<file path="config.mk">
export PLATFORM = sky130hd
export DESIGN_NAME = lbus_drive_timer
export DESIGN_NICKNAME = d
export VERILOG_FILES = /design/src/rtl/lbt_pkg.sv /design/src/rtl/lbt_cfg_reg.sv /design/src/rtl/lbt_phase_cnt.sv /design/src/rtl/lbt_oe_decode.sv /design/src/rtl/lbt_clk_gate.sv /design/src/rtl/lbus_drive_timer.sv
export SDC_FILE = /design/constraint.sdc
export NUM_CORES = 1
export LEC_CHECK = 0
export BUFFER_PORTS_ARGS = -buffer_cell sky130_fd_sc_hd__buf_2
export CORE_ASPECT_RATIO = 1.1
export CORE_MARGIN = 5
export CORE_UTILIZATION = 30
export DETAILED_ROUTE_END_ITERATION = 10
export SYNTH_ARGS = -nofsm -noshare
export SYNTH_HDL_FRONTEND = slang
export SYNTH_SLANG_ARGS = --single-unit
</file>
<file path="constraint.sdc">
create_clock -name clk -period 1.8 [get_ports clk]
set_input_delay 0.27 -clock clk [delete_from_list [all_inputs] [get_ports clk]]
set_output_delay 0.27 -clock clk [all_outputs]
set_load 0.005 [all_outputs]
</file>
<file path="src/rtl/lbt_pkg.sv">
package lbt_pkg;

   // control word bit positions that the surrounding bridge decodes
   localparam int unsigned RO_LO     = 16;
   localparam int unsigned RO_HI     = 28;
   localparam int unsigned BAR0_LSB  = 20;
   localparam int unsigned BAR1_LSB  = 24;
   localparam int unsigned SWRST_BIT = 29;
   localparam int unsigned CLKEN_BIT = 30;
   localparam int unsigned STYLE_BIT = 31;

   localparam logic [2:0] SIZE_4B = 3'b001;
   localparam logic [2:0] SIZE_8B = 3'b010;

   localparam logic [1:0] MODE_FORCE_INTEL = 2'b01;

   typedef enum logic {
      DIR_WR = 1'b0,
      DIR_RD = 1'b1
   } xact_dir_e;

endpackage

</file>
<file path="src/rtl/lbt_cfg_reg.sv">
module lbt_cfg_reg
   import lbt_pkg::*;
#(
   parameter int unsigned OFS_W   = 4,
   parameter bit          PARPORT = 1'b0
) (
   input  logic                 clk,
   input  logic                 rst_n,
   input  logic                 wr_en,
   input  logic [31:0]          wr_data,
   input  logic [1:0]           mode_sel,
   output logic [31:0]          rd_data,
   output logic [4*OFS_W-1:0]   ofs,
   output logic                 swrst,
   output logic                 clken,
   output logic                 style
);

   localparam int unsigned OFS_BITS = 4 * OFS_W;

   logic [OFS_W-1:0]    rdrv_rst;
   logic [2:0]          bar1_code;
   logic [OFS_BITS-1:0] ofs_rst;
   logic [OFS_BITS-1:0] ofs_q;
   logic                swrst_q, clken_q, style_q;
   logic                force_intel;
   logic                unused_wr_bits;

   generate
      if (PARPORT) begin : g_parport
         assign rdrv_rst  = OFS_W'(2);
         assign bar1_code = SIZE_4B;
      end else begin : g_generic
         assign rdrv_rst  = OFS_W'(4);
         assign bar1_code = SIZE_8B;
      end
   endgenerate

   // field order from bit 0: write drive, write float, read re-drive, read release
   assign ofs_rst = {{OFS_W{1'b0}}, rdrv_rst, {OFS_W{1'b1}}, {OFS_W{1'b0}}};

   assign force_intel    = (mode_sel == MODE_FORCE_INTEL);
   assign unused_wr_bits = ^wr_data[RO_HI:OFS_BITS];

   always_ff @(posedge clk or negedge rst_n) begin
      if (!rst_n) begin
         ofs_q   <= ofs_rst;
         swrst_q <= 1'b0;
         clken_q <= 1'b0;
         style_q <= 1'b0;
      end else if (wr_en) begin
         ofs_q   <= wr_data[OFS_BITS-1:0];
         swrst_q <= wr_data[SWRST_BIT];
         clken_q <= wr_data[CLKEN_BIT];
         if (!force_intel) style_q <= wr_data[STYLE_BIT];
      end
   end

   assign ofs   = ofs_q;
   assign swrst = swrst_q;
   assign clken = clken_q;
   assign style = style_q & ~force_intel;

   always_comb begin
      rd_data                  = '0;
      rd_data[OFS_BITS-1:0]    = ofs_q;
      rd_data[BAR0_LSB +: 3]   = SIZE_8B;
      rd_data[BAR1_LSB +: 3]   = bar1_code;
      rd_data[SWRST_BIT]       = swrst_q;
      rd_data[CLKEN_BIT]       = clken_q;
      rd_data[STYLE_BIT]       = style;
   end

endmodule

</file>
<file path="src/rtl/lbt_phase_cnt.sv">
module lbt_phase_cnt
   import lbt_pkg::*;
#(
   parameter int unsigned OFS_W = 4
) (
   input  logic             clk,
   input  logic             rst_n,
   input  logic             start,
   input  logic             is_read,
   output logic [OFS_W-1:0] cnt,
   output xact_dir_e        dir,
   output logic             live
);

   localparam logic [OFS_W-1:0] CNT_MAX = '1;

   logic [OFS_W-1:0] cnt_q;
   xact_dir_e        dir_q;

   always_ff @(posedge clk or negedge rst_n) begin
      if (!rst_n) begin
         cnt_q <= CNT_MAX;
         dir_q <= DIR_WR;
      end else if (start) begin
         cnt_q <= '0;
         dir_q <= is_read ? DIR_RD : DIR_WR;
      end else if (cnt_q != CNT_MAX) begin
         cnt_q <= cnt_q + 1'b1;
      end
   end

   assign cnt  = cnt_q;
   assign dir  = dir_q;
   assign live = (cnt_q != CNT_MAX);

endmodule

</file>
<file path="src/rtl/lbt_oe_decode.sv">
module lbt_oe_decode
   import lbt_pkg::*;
#(
   parameter int unsigned OFS_W     = 4,
   parameter int unsigned OFS_LIMIT = 10
) (
   input  logic [OFS_W-1:0]   cnt,
   input  xact_dir_e          dir,
   input  logic               live,
   input  logic [4*OFS_W-1:0] ofs,
   output logic               oe,
   output logic               bad_cfg
);

   localparam logic [OFS_W-1:0] LIMIT = OFS_W'(OFS_LIMIT);

   logic [3:0]       fld_bad;
   logic [OFS_W-1:0] wr_on, wr_off, rd_on, rd_off;
   logic             wr_win, rd_win;

   genvar gi;
   generate
      for (gi = 0; gi < 4; gi++) begin : g_fld
         assign fld_bad[gi] = ofs[gi*OFS_W +: OFS_W] > LIMIT;
      end
   endgenerate

   assign bad_cfg = |fld_bad;

   assign wr_on  = ofs[0*OFS_W +: OFS_W];
   assign wr_off = ofs[1*OFS_W +: OFS_W];
   assign rd_on  = ofs[2*OFS_W +: OFS_W];
   assign rd_off = ofs[3*OFS_W +: OFS_W];

   // an empty or inverted window never drives
   assign wr_win = (wr_off > wr_on) && (cnt >= wr_on) && (cnt < wr_off);
   assign rd_win = (rd_on > rd_off) && ((cnt < rd_off) || (cnt >= rd_on));

   assign oe = live && ((dir == DIR_WR) ? wr_win : rd_win);

endmodule

</file>
<file path="src/rtl/lbt_clk_gate.sv">
module lbt_clk_gate (
   input  logic clk,
   input  logic rst_n,
   input  logic en,
   output logic gclk
);

   logic en_lo;

   // enable retimed on the falling edge so the AND cannot glitch
   always_ff @(negedge clk or negedge rst_n) begin
      if (!rst_n) en_lo <= 1'b0;
      else        en_lo <= en;
   end

   assign gclk = clk & en_lo;

endmodule

</file>
<file path="src/rtl/lbus_drive_timer.sv">
module lbus_drive_timer
   import lbt_pkg::*;
#(
   parameter int unsigned OFS_W     = 4,
   parameter int unsigned OFS_LIMIT = 10,
   parameter bit          PARPORT   = 1'b0
) (
   input  logic        clk,
   input  logic        rst_n,
   input  logic [1:0]  mode_sel,
   input  logic        cfg_wr_en,
   input  logic [31:0] cfg_wr_data,
   output logic [31:0] cfg_rd_data,
   input  logic        xact_start,
   input  logic        xact_is_read,
   output logic        data_oe,
   output logic        retry_req,
   output logic        lclk_out,
   output logic        lrst_out,
   output logic        motorola_sel
);

   generate
      if (OFS_W < 4 || 4 * OFS_W > RO_LO) begin : g_bad_width
         $error("lbus_drive_timer: four offset fields must fit below bit 16");
      end
      if (OFS_LIMIT >= (2 ** OFS_W) - 1) begin : g_bad_limit
         $error("lbus_drive_timer: offset limit must stay below counter saturation");
      end
   endgenerate

   logic [4*OFS_W-1:0] ofs;
   logic               swrst, clken, bad_cfg, accept, live;
   logic [OFS_W-1:0]   cnt;
   xact_dir_e          dir;

   lbt_cfg_reg #(.OFS_W(OFS_W), .PARPORT(PARPORT)) u_cfg (
      .clk     (clk),
      .rst_n   (rst_n),
      .wr_en   (cfg_wr_en),
      .wr_data (cfg_wr_data),
      .mode_sel(mode_sel),
      .rd_data (cfg_rd_data),
      .ofs     (ofs),
      .swrst   (swrst),
      .clken   (clken),
      .style   (motorola_sel)
   );

   assign accept    = xact_start & ~bad_cfg;
   assign retry_req = xact_start &  bad_cfg;

   lbt_phase_cnt #(.OFS_W(OFS_W)) u_cnt (
      .clk    (clk),
      .rst_n  (rst_n),
      .start  (accept),
      .is_read(xact_is_read),
      .cnt    (cnt),
      .dir    (dir),
      .live   (live)
   );

   lbt_oe_decode #(.OFS_W(OFS_W), .OFS_LIMIT(OFS_LIMIT)) u_dec (
      .cnt    (cnt),
      .dir    (dir),
      .live   (live),
      .ofs    (ofs),
      .oe     (data_oe),
      .bad_cfg(bad_cfg)
   );

   lbt_clk_gate u_gate (
      .clk  (clk),
      .rst_n(rst_n),
      .en   (clken),
      .gclk (lclk_out)
   );

   assign lrst_out = ~rst_n | swrst;

endmodule

</file>
-- After elaboration in Yosys (flattened, before gate mapping)
Cells that the tools add are included.
Widths: inputs -> output; s select.
- $add $sub $neg: 1
- $lt $le $gt $ge: 10
- equal/unequal tests: 2
- muxes and demuxes: 4
- bitwise gates (word level): 8
- reduce and logical (&&, ||, !) cells: 8
- operators by type and width (operator ; number):
    $gt 4x4->1 const B ; 4
    $ge 4x4->1 ; 2
    $gt 4x4->1 ; 2
    $lt 4x4->1 ; 2
    $mux 4 ; 2
    $add 4x1->4 const B ; 1
    $and 1x1->1 ; 4
    $logic_and 1x1->1 ; 4
    $ne 4x4->1 const B ; 1
    $reduce_or 4->1 ; 1
    $not 1->1 ; 3
    $eq 2x1->1 const B ; 1
    $mux 1 ; 2
    $reduce_and 2->1 ; 1
    $reduce_bool 2->1 ; 1
    $logic_or 1x1->1 ; 1
    $or 1x1->1 ; 1
- bits in registers: 25
- input bits: 39
- output and inout port bits: 37
- word-level logic and storage cells: 40

-- Depth between registers and ports, before layout
Gate-level depths: netlist (run 1).
- depth after elaboration: 5
- gate-level depth with buffers: 7

-- Cells and area by module
Synthesis (run 1) repeated with hierarchy kept, for this count alone.
- cell total of the unflattened synthesis: 181
- area, all modules: 1930.6 um2
- modules (own cells, without submodules) (module ; times used ; cells each ; area each (um2)):
    lbt_cfg_reg ; 1 ; 77 ; 1028.5
    lbt_oe_decode ; 1 ; 78 ; 588.1
    lbt_phase_cnt ; 1 ; 21 ; 260.2
    lbt_clk_gate ; 1 ; 2 ; 31.3
    lbus_drive_timer ; 1 ; 3 ; 22.5

==> results of run 1 <==
==> cell type report <==
type	instances	area share [%]
sequential	25	27.8
tap	75	4.08
timing repair buffer	76	20.1
clock inverter	1	0.327
inverter	16	2.61
clock buffer	7	3.81
multi-input combinational	129	41.3
==> report_power, final <==
group          switching (µW)  total [µW]  internal [µW]  leakage [µW]
Combinational             481        1020            534      0.000825
Sequential                103         796            694      0.000285
Clock                     225         537            312     0.0000507
==> cell families after synthesis <==
logic type               after synthesis  synth area share [%]
XOR/XNOR                               1                 0.527
other                                  2                 0.452
AO/OA/AOI/OAI                         41                  13.9
multiplexers                           7                  4.89
AND/OR/NAND/NOR                       44                  12.7
buffers and inverters                 36                  11.8
flip-flops                            25                  38.3
adder cells (fa/ha/maj)               23                  17.3
==> path summary, 6_finish.rpt <==
path                                      end  slack [ps]
worst min register to register  u_cfg.style_q         510
worst min-delay path             u_cfg.ofs[2]          90
worst max-delay path                  data_oe        -530
worst max register to register      u_cnt.dir         220
min in group asynchronous         u_cfg.swrst         290
max in group asynchronous        u_gate.en_lo         490
==> timing repair <==
item,in CTS,in global routing
hold endpoints to repair,5,0
setup buffers,0,1
hold buffers,1,0
endpoints found under the setup margin,4,4
pin swaps,7,7
gates resized for setup,7,10
==> flip-flops by register name, summed over array words and instances (netlist names) <==
name / flops
u_cfg.clken: 1
u_cfg.style_q: 1
u_cnt.cnt: 4
u_gate.en_lo: 1
u_cfg.swrst: 1
u_cfg.ofs: 16
u_cnt.dir: 1
==> layout by cell type (no fill, tap or decap), types with 2 or more instances in the layout <==
cell type,instances
ha_4,3
ha_1,19
a21oi_1,13
and2_1,2
buf_2,48
buf_6,2
clkbuf_8,6
inv_2,2
o21ai_0,17
dfrtp_1,14
nand2b_1,5
nor3_1,2
buf_4,26
o211ai_1,2
nor2_1,4
mux2_2,5
conb_1,13
o22ai_2,2
inv_1,14
nand2_1,23
dfstp_2,9
==> stage by stage <==
stage / power (µW) / TNS [ps] / instances / hold slack [ps]
CTS: 2320 / -1190 / 329 / 88.0
floorplan: 1350 / 0 / 190 / -25.6
finish: 2350 / -1050 / 329 / 92.5
global route: 2550 / -1260 / 329 / 97.7
global placement: 1720 / -179 / 321 / 163
detailed placement: 1760 / -242 / 321 / 172
==> metal layers <==
metal  track usage (%)  wire (µm)  up-vias
met4              6.14         94        0
li1                  -          -      731
met1              15.5       1860      693
met3              2.78        246        8
met5                 0          0        -
met2              20.8       2090       50
==> critical path, stage by stage, from the launching register on <==
cell and delay, ps:
dfstp_2 560, ha_1 240, nand4_1 120, nand2_1 100, a2111oi_4 190, o211ai_1 130, o22ai_1 200, buf_2 150
==> metrics list, run 1 <==
* Area Overhead vs Synth: 38.3%
* Number of warnings issued by yosys: 0
* Design Area, Final: 0.00230 mm²
- Data arrives at the worst endpoint at 2060 ps.
- STA puts the critical path data required time at 1530 ps.
- The top cell type by area accounts for 22.6% of the synthesized area.
* Post-Place Worst Slack: -242 ps
* Path class of the lowest-slack min-delay path: primary input to flop
- Asr flop ratio synth: 100%
* Number of remaining DRC errors: 0
- Area of the mapped netlist: 0.00166 mm²
* Unrepaired setup endpoints after global routing: yes
- The die covers 0.00713 mm².
- The flow ran to the end, but the final reports show violations.
* Maximum fanout along the worst path: 3
* HPWL after DPL: 3360 µm
- Summing the sequential cell areas from Yosys gives 38.3% of the chip area.
- Diode insertion count for antenna repair: 0
* Clock latency of the later-clocked register in the worst-skew pair: 400 ps
- At the end of routability-driven placement, the weighted congestion stood at 0.866.
- Measured along the y axis, the die boundary spans 88.1 µm.
* Core Util, Final: 42.6%
- Critical path startpoint category: flop
- The region available for standard cell placement spans 0.00540 mm².
- The detail route stage leaves a number of antenna-violating nets equal to 0.
- Global routing used 12.6% of the available tracks.
* TritonCTS clock tree: yes
- Area of combinational cells with multiple inputs: 948 µm²
- Instance area at placement: 0.00211 mm²
- Number of global-route vias before repair: 1517
* Top post-synthesis cells by count: ha_1 (23), nand2_1 (23), o21ai_0 (18), buf_4 (16), inv_1 (16)
- Setup crit end kind: output port
- Period utilization: 129%
- Once routing completed, OpenROAD measured the worst setup slack at -525 ps.
- Worst clock skew: 22.2 ps
* Fin crit period: 2330 ps
- During I/O placement, the number of pins put on the boundary was 76.
- Setup violations remaining at the end of the flow were counted as 4.
- For this configuration, the core starts out at a cell density of 30.8%.
- Counting instances, the worst hold path has a depth of 3.
- The checks that failed: negative setup slack.
- Detailed Route WL: 4290 µm
- Static timing analysis puts the maximum clock frequency at 430 MHz.
* Antenna violations before repair: 0
* Maximum capacitance violations: 0
- Hold path start: cfg_wr_data[2]
* Number of storage elements in the synthesis netlist: 25
- Reg2Reg Launch Point: u_cfg.ofs[7]
- Per-instance average area after synthesis: 9.28 µm²
* Routed wirelength normalized by instance count: 13.0 µm
- For this design the static power due to leakage is 0.00116 µW.
- Number of enable-type register cells in the synthesized netlist: 0
* DR vias/cell: 4.50
- Of all cell types, the one taking the most synthesized area is dfrtp_1.
- The die is 81.0 µm wide.
* Power density over the cells: 1020 mW/mm²
- Max Slew Vio Count: 0
- Final Hold Violating Endpoints: 0
* Number of nets in the layout: 317
- CTS clock-pin slew for the worst setup and hold paths: 90 ps
* Fillcell total: 561
- Distinct cell type count of the synthesized netlist: 33
- Among all flip-flop cells after synthesis, the most frequent one is dfrtp_1.
- The critical path is of the flop to output port type.
* Share of cells above drive strength 1: 44.5%
- After the first detailed-routing iteration, the DRC count stood at 50.
- Entering global routing, the biggest net connects 21 pins.
- Global-route wire length before repair: 6830 µm
- Via count of the routed design: 1482
* Flip-flop and latch area: 638 µm²
- After global routing the overflow that remains totals 0.
- Number of iterations in the first detailed-routing pass: 6
- By area the synthesized netlist is led by dfrtp_1 (23%), ha_1 (17%), dfstp_2 (14%).
- Row generation in the floorplan step produced 28 rows.
- Post-Syn Instances: 179
* Maximum resistive drop on vdd: 0.380 mV
- Origin of the worst setup path: u_cfg.ofs[7]
- The count of buffers added on input and output ports is 49.
- Cell depth of the worst flop-to-flop path: 6
Note: power is estimated with default switching activity, not from simulation.
==> run 2, diff against run 1 <==
==> constraint.sdc (replaced) <==
create_clock -name clk -period 1.8 [get_ports clk]
set_input_delay 0.36 -clock clk [delete_from_list [all_inputs] [get_ports clk]]
set_output_delay 0.36 -clock clk [all_outputs]
set_load 0.005 [all_outputs]
==> metrics list, run 2 (same netlist as run 1, synthesis figures left out) <==
- Setup slack after layout: -629 ps (-104 ps)
* Maximum resistive drop on vdd: 0.395 mV (+3.9%)
* Clock latency of the later-clocked register in the worst-skew pair: 410 ps (about the same)
- Longest individual stage delay on the worst path: 540 ps (-20 ps)
* Max Slew Vio Count: 0 (unchanged)
- Routed wirelength normalized by instance count: 13.1 µm (+0.81%)
* Final Non-Filler Cells: 337 (+2.4%)
* Critical path type: flop to output port
* Pin count of the biggest net entering global routing: 24 (+14%)
- The number of nets with antenna violations after detailed routing is 0 (unchanged).
- The power density over the cells came to 1020 mW/mm² (-0.26%).
- The critical path goes through inv_2, ha_1, nand2b_1, a21oi_2, o21ai_0, o211ai_1, o22ai_2, buf_2.
- Period utilization: 135% (+5.8 points)
* Setup crit end kind: output port
* Leading cell types in the layout, fill and taps excluded: buf_2 (48), buf_4 (33), nand2_1 (22)
- Number of remaining DRC errors: 0 (unchanged)
- Number of iterations in the first detailed-routing pass: 4 (-2)
- Maximum frequency from static timing analysis: 412 MHz (-4.3%)
- Stages on the worst setup path: 8 (+1)
- The run finished, with violations left.
- Category of cells accounting for the largest share of critical-path delay: compound AO/OA/AOI/OAI gates
- Leaving out fill and tap cells, the most frequent cell in the layout is buf_2.
- Leakage power total: 0.00121 µW (+4.2%)
* Fillcell total: 573 (+2.1%)
* Total die area: 0.00713 mm² (unchanged)
- Global Route Usage Sum: 13.6% (+0.98 points)
- The detailed-placement wirelength estimate came to 3460 µm (+3.1%).
- Detailed Route WL: 4430 µm (+3.3%)
- TritonCTS clock tree: yes
- Failing checks: negative setup slack
- Buffers and inverters on the worst path: 2 (+1)
* Number of global-route vias before repair: 1622 (+6.9%)
- The total of buffers placed on input and output ports is 49 (unchanged).
- The via density per instance came to 4.38 (-2.7%).
- Diode insertion count for antenna repair: 0 (unchanged)
- The detailed router used layers up to and including met4.
* Detailed router's first-iteration violation count: 37 (-26%)
- The total grt overflow is 0 (unchanged).
- Maximum fanout along the worst path: 4 (+1)
* Number of flip-flops under the largest register name: 16 (unchanged)
- Fin crit period: 2430 ps (+104 ps)
* Cell depth of the worst flop-to-flop path: 8 (+2)
- The count of max-cap constraint violations came to 0 (unchanged).
* Path class of the lowest-slack min-delay path: primary input to flop
* Horizontal extent of the die: 81.0 µm (unchanged)
* Setup violators final: 4 (unchanged)
- Number of nets in the layout: 325 (+2.5%)
- Worst hold path depth: 3 (unchanged)
- Met3 routed wirelength: 268 µm (+8.9%)
* Placement row count: 28 (unchanged)
* Chip height: 88.1 µm (unchanged)
- CTS clock-pin slew for the worst setup and hold paths: 100 ps (about the same)
- Via count of the routed design: 1477 (-0.34%)
- Slowest stage cell, crit path: dfstp_2
- Critical path startpoint category: flop
* Final Hold Violating Endpoints: 0 (unchanged)
- Share of cells above drive strength 1: 48.1% (+3.6 points)
- The core region area was 0.00540 mm² (unchanged).
- The global placement routability congestion is 0.787 (-9.1%).
- The routed length on met1 was 1820 µm (-2.0%).
- The critical path data required time is 1440 ps (-90 ps).
- Antenna violations before repair: 0 (unchanged)
* I/O pin count: 76 (unchanged)
- Initial cell density of the core: 30.8% (unchanged)
- The data arrival time of the critical path was 2070 ps (about the same).
- Global-route wire length before repair: 7310 µm (+7.1%)
* Routed length on met2: 2240 µm (+7.2%)
- Unrepaired setup endpoints after global routing: yes
- The placed cell count was 326 (+1.6%).
- The final setup skew is 20.8 ps (-1.41 ps).
- Area Overhead vs Synth: 43.1%
* Post-Place Worst Slack: -259 ps (-16.9 ps)
run 2: cell count changes in the layout (fill, tap and decap cells not counted), moves of 2 or more:
cell	delta
a21oi_1	-4
a21oi_2	+4
ha_1	+2
buf_4	+7
run 2: worst register-to-register path, stage by stage, from the launching register on:
cell and delay [ps]:
dfstp_2 560, inv_2 60, buf_4 130, o22ai_2 170, nor2_2 70, buf_4 130
and2_4 150, buf_4 140, nor3_1 210
run 2: path summary, 6_finish.rpt:
kind / startpoint / to / slack [ps]
worst max-delay path: u_cnt.cnt[0] / data_oe / -630
worst min-delay path: cfg_wr_data[13] / u_cfg.ofs[13] / 180
worst max register to register: u_cfg.ofs[7] / u_cnt.cnt[3] / 90
worst min register to register: u_cfg.style_q / u_cfg.style_q / 510
max in group asynchronous: rst_n / u_gate.en_lo / 500
min in group asynchronous: rst_n / u_cfg.swrst / 390
run 2: layout make-up:
class	count	area, µm²	area share, %
Multi-Input combinational cell	129	957	40.3
Sequential cell	25	638	26.8
Timing Repair Buffer	84	536	22.5
Tap cell	75	93.8	3.95
Clock buffer	7	87.6	3.68
Inverter	16	60.1	2.53
Clock inverter	1	5.00	0.211
run 2: layer usage:
layer / up-vias / GRT usage (%)
met5: - / 0
met2: 43 / 23.2
met1: 676 / 15.0
met4: 0 / 8.76
met3: 11 / 3.29
li1: 747 / -
run 2: report_power, final:
group / total (µW) / internal [µW] / switching [µW]
Sequential: 808 / 694 / 114
Combinational: 1070 / 572 / 499
Clock: 543 / 311 / 232
run 2: stage by stage:
| stage | TNS [ps] | total power [µW] | cell area, µm² | utilization, % | hold slack (ps) |
|---|---|---|---|---|---|
| 4_1_cts | -1430 | 2370 | 2330 | 43.3 | 174 |
| 3_5_place_dp | -306 | 1780 | 2160 | 40.0 | 164 |
| 2_1_floorplan | 0 | 1350 | 1700 | - | 64.4 |
| 3_3_place_gp | -294 | 1750 | 2160 | 40.0 | 161 |
| 6_report | -1360 | 2420 | 2380 | 44.1 | 177 |
| 5_1_grt | -1570 | 2630 | 2380 | 44.1 | 186 |
run 2: repair_timing:
action | in CTS | in global routing
endpoints found under the setup margin | 4 | 4
setup buffers | 2 | 1
endpoints found under the hold margin | 1 | 0
pin swaps | 9 | 3
resized for setup | 12 | 8
hold buffers | 1 | 0
